$ cat src/rtl/baud_pkg.sv
package baud_pkg;
    localparam int DATA_W    = 8;
    localparam int ADDR_W    = 3;
    localparam int PSC_ONE   = 8;      // code for a ratio of 1.000
    localparam int ENH_BIT   = 4;
    localparam int PEN_BIT   = 7;

    typedef enum logic [ADDR_W-1:0] {
        A_DIV_LO = 3'd0,
        A_DIV_HI = 3'd1,
        A_OVS    = 3'd2,
        A_PSC_LO = 3'd3,
        A_PSC_HI = 3'd4,
        A_FEAT   = 3'd5,
        A_MODE   = 3'd6
    } reg_addr_e;

    localparam int LAST_ADDR = 6;
endpackage

$ cat src/rtl/baud_regs.sv
module baud_regs
    import baud_pkg::*;
#(
    parameter int DIV_W     = 16,
    parameter int PSC_W     = 9,
    parameter int OVS_W     = 5,
    parameter int OVS_MIN   = 4,
    parameter int OVS_MAX   = 16,
    parameter int PSC_RESET = 271
) (
    input  logic              clk,
    input  logic              rst_n,
    input  logic              wr_en,
    input  logic [ADDR_W-1:0] wr_addr,
    input  logic [DATA_W-1:0] wr_data,
    output logic [DIV_W-1:0]  div_eff,
    output logic [PSC_W-1:0]  psc_eff,
    output logic [OVS_W-1:0]  ovs_eff,
    output logic              reload
);
    typedef struct packed {
        logic [DIV_W-1:0]  div;
        logic [DATA_W-1:0] ovs;
        logic [PSC_W-1:0]  psc;
        logic              enh;
        logic              pen;
    } regs_t;

    regs_t r_d, r_q;

    always_comb begin
        r_d    = r_q;
        reload = wr_en && (wr_addr <= ADDR_W'(LAST_ADDR));
        if (wr_en) begin
            case (wr_addr)
                ADDR_W'(A_DIV_LO): r_d.div[7:0]         = wr_data;
                ADDR_W'(A_DIV_HI): r_d.div[DIV_W-1:8]   = wr_data[DIV_W-9:0];
                ADDR_W'(A_OVS):    r_d.ovs              = wr_data;
                ADDR_W'(A_PSC_LO): if (r_q.enh) r_d.psc = {1'b0, wr_data[PSC_W-2:0]};
                ADDR_W'(A_PSC_HI): if (r_q.enh) r_d.psc[PSC_W-1] = wr_data[0];
                ADDR_W'(A_FEAT):   r_d.enh              = wr_data[ENH_BIT];
                ADDR_W'(A_MODE):   r_d.pen              = wr_data[PEN_BIT];
                default: ;
            endcase
        end

        div_eff = (r_q.div == '0) ? DIV_W'(1) : r_q.div;

        if (!r_q.pen || (r_q.psc < PSC_W'(PSC_ONE)))
            psc_eff = PSC_W'(PSC_ONE);
        else
            psc_eff = r_q.psc;

        if ((r_q.ovs == '0) || (r_q.ovs > DATA_W'(OVS_MAX)))
            ovs_eff = OVS_W'(OVS_MAX);
        else if (r_q.ovs < DATA_W'(OVS_MIN))
            ovs_eff = OVS_W'(OVS_MIN);
        else
            ovs_eff = OVS_W'(r_q.ovs);
    end

    always_ff @(posedge clk or negedge rst_n) begin
        if (!rst_n) begin
            r_q.div <= DIV_W'(1);
            r_q.ovs <= '0;
            r_q.psc <= PSC_W'(PSC_RESET);
            r_q.enh <= 1'b0;
            r_q.pen <= 1'b0;
        end else begin
            r_q <= r_d;
        end
    end

    // prescaler code is locked outside enhanced mode
    p_psc_locked_r4: assert property (@(posedge clk) disable iff (!rst_n)
        (wr_en && !r_q.enh && (wr_addr == ADDR_W'(A_PSC_LO) || wr_addr == ADDR_W'(A_PSC_HI)))
        |=> (r_q.psc == $past(r_q.psc)));

    // low-byte write clears the top code bit
    p_lo_clears_hi_r5: assert property (@(posedge clk) disable iff (!rst_n)
        (wr_en && r_q.enh && wr_addr == ADDR_W'(A_PSC_LO)) |=> (r_q.psc[PSC_W-1] == 1'b0));

    // effective oversampling ratio stays in range
    p_ovs_range_r8: assert property (@(posedge clk) disable iff (!rst_n)
        (ovs_eff >= OVS_W'(OVS_MIN)) && (ovs_eff <= OVS_W'(OVS_MAX)));
endmodule

$ cat src/rtl/baud_prescaler.sv
module baud_prescaler
    import baud_pkg::*;
#(
    parameter int PSC_W = 9
) (
    input  logic             clk,
    input  logic             rst_n,
    input  logic             reload,
    input  logic [PSC_W-1:0] psc_eff,
    output logic             pre_en
);
    localparam int ACC_W = PSC_W + 1;

    typedef struct packed {
        logic [ACC_W-1:0] acc;
        logic             pre;
    } psc_state_t;

    psc_state_t s_d, s_q;
    logic [ACC_W-1:0] sum;

    always_comb begin
        s_d = s_q;
        sum = s_q.acc + ACC_W'(PSC_ONE);
        if (reload) begin
            s_d.acc = '0;
            s_d.pre = 1'b0;
        end else if (sum >= {1'b0, psc_eff}) begin
            s_d.acc = sum - {1'b0, psc_eff};
            s_d.pre = 1'b1;
        end else begin
            s_d.acc = sum;
            s_d.pre = 1'b0;
        end
    end

    always_ff @(posedge clk or negedge rst_n) begin
        if (!rst_n) begin
            s_q <= '0;
        end else begin
            s_q <= s_d;
        end
    end

    assign pre_en = s_q.pre;

    // remainder always below the code in force
    p_acc_bound_r3: assert property (@(posedge clk) disable iff (!rst_n)
        s_q.acc < {1'b0, psc_eff});

    // restart leaves no pending enable
    p_pre_reload_r9: assert property (@(posedge clk) disable iff (!rst_n)
        reload |=> !pre_en);
endmodule

$ cat src/rtl/baud_divider.sv
module baud_divider #(
    parameter int DIV_W = 16
) (
    input  logic             clk,
    input  logic             rst_n,
    input  logic             reload,
    input  logic             pre_en,
    input  logic [DIV_W-1:0] div_eff,
    output logic             smp
);
    typedef struct packed {
        logic [DIV_W-1:0] cnt;
        logic             smp;
    } div_state_t;

    div_state_t s_d, s_q;

    always_comb begin
        s_d     = s_q;
        s_d.smp = 1'b0;
        if (reload) begin
            s_d.cnt = '0;
        end else if (pre_en) begin
            if (s_q.cnt >= div_eff - DIV_W'(1)) begin
                s_d.cnt = '0;
                s_d.smp = 1'b1;
            end else begin
                s_d.cnt = s_q.cnt + DIV_W'(1);
            end
        end
    end

    always_ff @(posedge clk or negedge rst_n) begin
        if (!rst_n) begin
            s_q <= '0;
        end else begin
            s_q <= s_d;
        end
    end

    assign smp = s_q.smp;

    // count never passes the terminal value
    p_cnt_bound_r7: assert property (@(posedge clk) disable iff (!rst_n)
        s_q.cnt < div_eff);

    // no runt sample tick right after a restart
    p_no_runt_r9: assert property (@(posedge clk) disable iff (!rst_n)
        reload |=> !smp);

    // a sample tick only follows a prescaled enable
    p_smp_after_pre_r7: assert property (@(posedge clk) disable iff (!rst_n)
        smp |-> $past(pre_en));
endmodule

$ cat src/rtl/baud_oversampler.sv
module baud_oversampler #(
    parameter int OVS_W = 5
) (
    input  logic             clk,
    input  logic             rst_n,
    input  logic             reload,
    input  logic             smp,
    input  logic [OVS_W-1:0] ovs_eff,
    output logic             bit_en
);
    typedef struct packed {
        logic [OVS_W-1:0] cnt;
    } ovs_state_t;

    ovs_state_t s_d, s_q;
    logic       last;

    always_comb begin
        s_d  = s_q;
        last = (s_q.cnt >= ovs_eff - OVS_W'(1));
        if (reload) begin
            s_d.cnt = '0;
        end else if (smp) begin
            s_d.cnt = last ? '0 : s_q.cnt + OVS_W'(1);
        end
    end

    always_ff @(posedge clk or negedge rst_n) begin
        if (!rst_n) begin
            s_q <= '0;
        end else begin
            s_q <= s_d;
        end
    end

    assign bit_en = smp && last;

    // bit tick only together with a sample tick
    p_bit_on_sample_r8: assert property (@(posedge clk) disable iff (!rst_n)
        bit_en |-> smp);

    // sample count stays below the ratio
    p_ovs_bound_r8: assert property (@(posedge clk) disable iff (!rst_n)
        s_q.cnt < ovs_eff);
endmodule

$ cat src/rtl/frac_baud_gen.sv
module frac_baud_gen
    import baud_pkg::*;
#(
    parameter int DIV_W     = 16,
    parameter int PSC_W     = 9,
    parameter int OVS_MIN   = 4,
    parameter int OVS_MAX   = 16,
    parameter int PSC_RESET = 271
) (
    input  logic              clk,
    input  logic              rst_n,
    input  logic              wr_en,
    input  logic [ADDR_W-1:0] wr_addr,
    input  logic [DATA_W-1:0] wr_data,
    output logic              sample_tick,
    output logic              bit_tick
);
    localparam int OVS_W = $clog2(OVS_MAX + 1);

    logic [DIV_W-1:0] div_eff;
    logic [PSC_W-1:0] psc_eff;
    logic [OVS_W-1:0] ovs_eff;
    logic             reload;
    logic             pre_en;

    baud_regs #(
        .DIV_W(DIV_W), .PSC_W(PSC_W), .OVS_W(OVS_W),
        .OVS_MIN(OVS_MIN), .OVS_MAX(OVS_MAX), .PSC_RESET(PSC_RESET)
    ) i_regs (
        .clk(clk), .rst_n(rst_n), .wr_en(wr_en), .wr_addr(wr_addr),
        .wr_data(wr_data), .div_eff(div_eff), .psc_eff(psc_eff),
        .ovs_eff(ovs_eff), .reload(reload)
    );

    baud_prescaler #(.PSC_W(PSC_W)) i_psc (
        .clk(clk), .rst_n(rst_n), .reload(reload),
        .psc_eff(psc_eff), .pre_en(pre_en)
    );

    baud_divider #(.DIV_W(DIV_W)) i_div (
        .clk(clk), .rst_n(rst_n), .reload(reload), .pre_en(pre_en),
        .div_eff(div_eff), .smp(sample_tick)
    );

    baud_oversampler #(.OVS_W(OVS_W)) i_ovs (
        .clk(clk), .rst_n(rst_n), .reload(reload), .smp(sample_tick),
        .ovs_eff(ovs_eff), .bit_en(bit_tick)
    );

    // ticks stay low while reset is held
    always_comb begin
        if (!rst_n) begin
            a_reset_quiet_r1: assert (!sample_tick && !bit_tick);
        end
    end
endmodule

$ cat config.mk
export PLATFORM = sky130hd
export DESIGN_NAME = frac_baud_gen
export DESIGN_NICKNAME = d
export VERILOG_FILES = /design/src/rtl/baud_pkg.sv /design/src/rtl/baud_regs.sv /design/src/rtl/baud_prescaler.sv /design/src/rtl/baud_divider.sv /design/src/rtl/baud_oversampler.sv /design/src/rtl/frac_baud_gen.sv
export SDC_FILE = /design/constraint.sdc
export NUM_CORES = 1
export LEC_CHECK = 0
export ABC_CLOCK_PERIOD_IN_PS = 9010
export BUFFER_PORTS_ARGS = -buffer_cell sky130_fd_sc_hd__buf_2
export CORE_AREA = 2 2 129 99
export CTS_BUF_LIST = sky130_fd_sc_hd__clkbuf_4
export CTS_CLUSTER_SIZE = 10
export DETAILED_ROUTE_END_ITERATION = 10
export DIE_AREA = 0 0 131 101
export PLACE_DENSITY = 0.66
export SLEW_MARGIN = 20
export SYNTH_ARGS = -nofsm -noshare
export SYNTH_HDL_FRONTEND = slang
export SYNTH_HIERARCHICAL = 1
export SYNTH_SLANG_ARGS = --single-unit
$ cat constraint.sdc
create_clock -name clk -period 9.01 [get_ports clk]
set_input_delay 0.901 -clock clk [delete_from_list [all_inputs] [get_ports clk]]
set_output_delay 0.901 -clock clk [all_outputs]
set_load 0.02 [all_outputs]
==> run_results.csv <==
group,metric,value,unit
cells_and_area,fin_nets,526,
die,core_area,12000,µm²
synthesis,syn-num-nets,523,
setup_path,cp-end-kind,"primary output",
synthesis,synth_top_area_share,0.330,
timing,finalSetupViolCount,0,
cts,clock_path_buffers,2,
cells_and_area,fin_area,5020,µm²
synthesis,synthesis.area,4710,µm²
job,cap_viol_max_count,0,
setup_path,timing.rr.start,"i_regs/r_q[30]",
synthesis,ys_seq_area_frac,0.363,
setup_path,r2r-end,"i_div/s_q[3]",
cts,clock_latency,0.44,ns
timing,hold_viol,0,
timing,worst_slack,4.68,ns
timing,rsz0062_at_grt,"false",
synthesis,ys_seq_elements,68,
grt,grt_pass1_vias,3408,
grt,grt_max_degree,53,
routing,wire_per_inst,15.3,µm
synthesis,async_flop_share,1.00,
timing,slew_headroom,0.323,
grt,antenna_found_initial,2,
run_status,outcome,"completed",
routing,routed_wl,9920,µm
routing,drt_iter0_markers,167,
die,dieArea,13200,µm²
power,switching_power,0.522,mW
grt,grt_pass1_wl,17100,µm
setup_path,worstPathRequired,8.11,ns
setup_path,cp_max_fo,4,
power,vdd_drop_max,0.112,mV
setup_path,r2r_setup_slack,4.69,ns
synthesis,synth_edf_count,0,
timing,fin_setup_tns,0,ns
worst_hold_path,hp-class,"in -> async",
routing,remaining_drc_errors,0,
synthesis,syn_inst,473,
cells_and_area,multi_input_area,2770,µm²
cts,post_cts_buffers,0,
setup_path,worstSetupPathType,"reg -> out",
power,combPwrFrac,0.475,
cells_and_area,area_delta_synth_final,6.64,%
placed_design,placed_cell_area,4870,µm²
routing,first_pass_iters,4,
placed_design,port_buffers,15,
die,fp.dieW,131,µm
cts,cts_made_buffers,9,
cts,cts.htree.levels,3,
power,p_sw_frac,0.422,
cts,cts-resized-gates,0,
die,rows,35,
timing,worst_slew_pin_slew,1.02,ns
timing,whs,0.348,ns
cts,cts-root-buf,"clkbuf_4",
placed_design,dp_hpwl,7250,µm
placed_design,gp_congestion,0.832,
routing,postRouteAntennaNets,0,
power,p_seq_frac,0.353,
timing,period_needed,4.33,ns
cells_and_area,drive_above_1_share,0.208,
grt,grt.total_usage,0.165,
synthesis,yosys.cell_types.count,69,
power,power.density,246,nW/µm²
setup_path,crit_arrival,3.43,ns
synthesis,synth_common_cells,"62 x dfrtp_1, 35 x ha_1, 34 x mux2_2",
setup_path,cp-start-kind,"flop",
power,power.leakage,2.13,nW
cells_and_area,seq_area,1710,µm²
synthesis,synth_area_leader_cell,"dfrtp_1",
timing,finClkSkew,0.0174,ns
synthesis,synthFlopType,"dfrtp_1",
cts,cts_sinks,68,
synthesis,avgSynthCellArea,9.95,µm²
synthesis,ys_warn_count,6,
cts,cts_tree,"yes",
synthesis,synth_top_cells_by_area,"dfrtp_1 33%, ha_1 9.3%, mux2_2 8.1%",
die,initial_core_util,0.391,
cts,postCtsHoldBufs,0,
die,die_h,101,µm
power,power.internal,0.714,mW
timing,drv_slew,0,
cts,path_clk_slew,0.14,ns
routing,avgViaCountPerCell,5.44,
grt,overflow,0,
synthesis,yosysMostFrequentCell,"dfrtp_1",
cells_and_area,num-fill-cells,1164,
routing,vias,3531,
die,ios,16,
setup_path,worstRegToRegCells,16,
timing,fmax,231,MHz
placed_design,place_ws,4.83,ns
timing,fin_crit_sh,0.481,
power,power_frac_clock,0.172,
worst max path at each step:
stage,from,to,cells after the start
4_1_cts,i_regs/r_q[18],bit_tick,13
5_1_grt,i_regs/r_q[30],i_div/s_q[4],16
2_1_floorplan,i_regs/r_q[26],i_div/s_q[13],13
3_5_place_dp,i_regs/r_q[31],i_div/s_q[3],16
6_report,i_regs/r_q[18],bit_tick,13
3_3_place_gp,i_regs/r_q[31],i_div/s_q[11],16
power groups by stage:
| stage | clock [mW] | sequential, mW | combinational (mW) |
|---|---|---|---|
| 2_1_floorplan | 0 | 0.413 | 0.509 |
| 3_3_place_gp | 0 | 0.437 | 0.571 |
| 3_5_place_dp | 0 | 0.441 | 0.583 |
| 4_1_cts | 0.223 | 0.434 | 0.586 |
| 5_1_grt | 0.236 | 0.446 | 0.655 |
| 6_report | 0.212 | 0.436 | 0.587 |
layout by cell type (no fill, tap or decap), types with 6 or more instances in the layout:
| cell | Yosys | routed |
|---|---|---|
| dfrtp_1 | 62 | 62 |
| ha_1 | 35 | 35 |
| mux2_2 | 34 | 34 |
| inv_1 | 25 | 25 |
| nor2_1 | 25 | 25 |
| a21oi_1 | 25 | 25 |
| nand2_1 | 24 | 24 |
| xnor2_1 | 17 | 17 |
| nand3_1 | 16 | 16 |
| o21ai_0 | 15 | 15 |
| buf_2 | 2 | 15 |
| and2_1 | 14 | 14 |
| nand2b_1 | 13 | 13 |
| nor3_1 | 12 | 12 |
| clkbuf_4 | 0 | 9 |
| nor4_1 | 9 | 9 |
| nand4b_1 | 8 | 8 |
| and3_1 | 7 | 7 |
| o21a_1 | 7 | 7 |
| xor2_1 | 6 | 6 |
| a21o_1 | 6 | 6 |
| dfstp_2 | 6 | 6 |
cells by family (layout without fill, tap and decap cells):
| group | Yosys count | count (layout) | synth area share |
|---|---|---|---|
| adder cells (fa/ha/maj) | 36 | 36 | 0.0973 |
| buffers and inverters | 51 | 59 | 0.0502 |
| AO/OA/AOI/OAI | 96 | 96 | 0.152 |
| flip-flops | 68 | 68 | 0.363 |
| AND/OR/NAND/NOR | 164 | 164 | 0.212 |
| other | 0 | 2 | 0 |
| XOR/XNOR | 23 | 23 | 0.0428 |
| multiplexers | 35 | 35 | 0.0834 |
flip-flops by register name (all words and copies together) (netlist names):
name,count
i_regs/r_q,35
i_psc/s_q,10
i_psc/pre_en,1
i_div/smp,1
i_div/s_q,16
i_ovs/s_q,5
per-layer routing:
metal,global-route usage,wire length [µm],up-vias
li1,-,-,1738
met1,0.244,5010,1696
met2,0.237,4240,78
met3,0.0372,482,19
met4,0.0573,180,0
met5,0,0,-
cell type report:
| cell class | instances | area share |
|---|---|---|
| diodes | 2 | 0.000997 |
| clock buffers | 9 | 0.0135 |
| clock inverters | 7 | 0.0150 |
| inverters | 26 | 0.0194 |
| multi-input cells | 354 | 0.551 |
| flip-flops and latches | 68 | 0.340 |
| well taps | 166 | 0.0414 |
| repair buffers | 17 | 0.0179 |
metrics by stage:
stage,util,cells,power (mW)
after global routing,0.417,649,1.34
after detailed placement,0.405,631,1.02
after floorplan,-,473,0.922
after global placement,0.405,631,1.01
after CTS,0.417,647,1.24
final,0.417,649,1.24
critical path, stage by stage (launching register included):
cell,delay (ns)
dfrtp_1,0.41
nor4_1,0.67
o21a_1,0.22
and2_1,0.14
inv_1,0.06
ha_1,0.22
xnor2_1,0.13
ha_1,0.29
a21oi_1,0.16
o21ai_0,0.11
a21o_1,0.18
a21oi_1,0.19
nor2b_1,0.07
buf_2,0.16
Power figures use the tool's default switching activity.
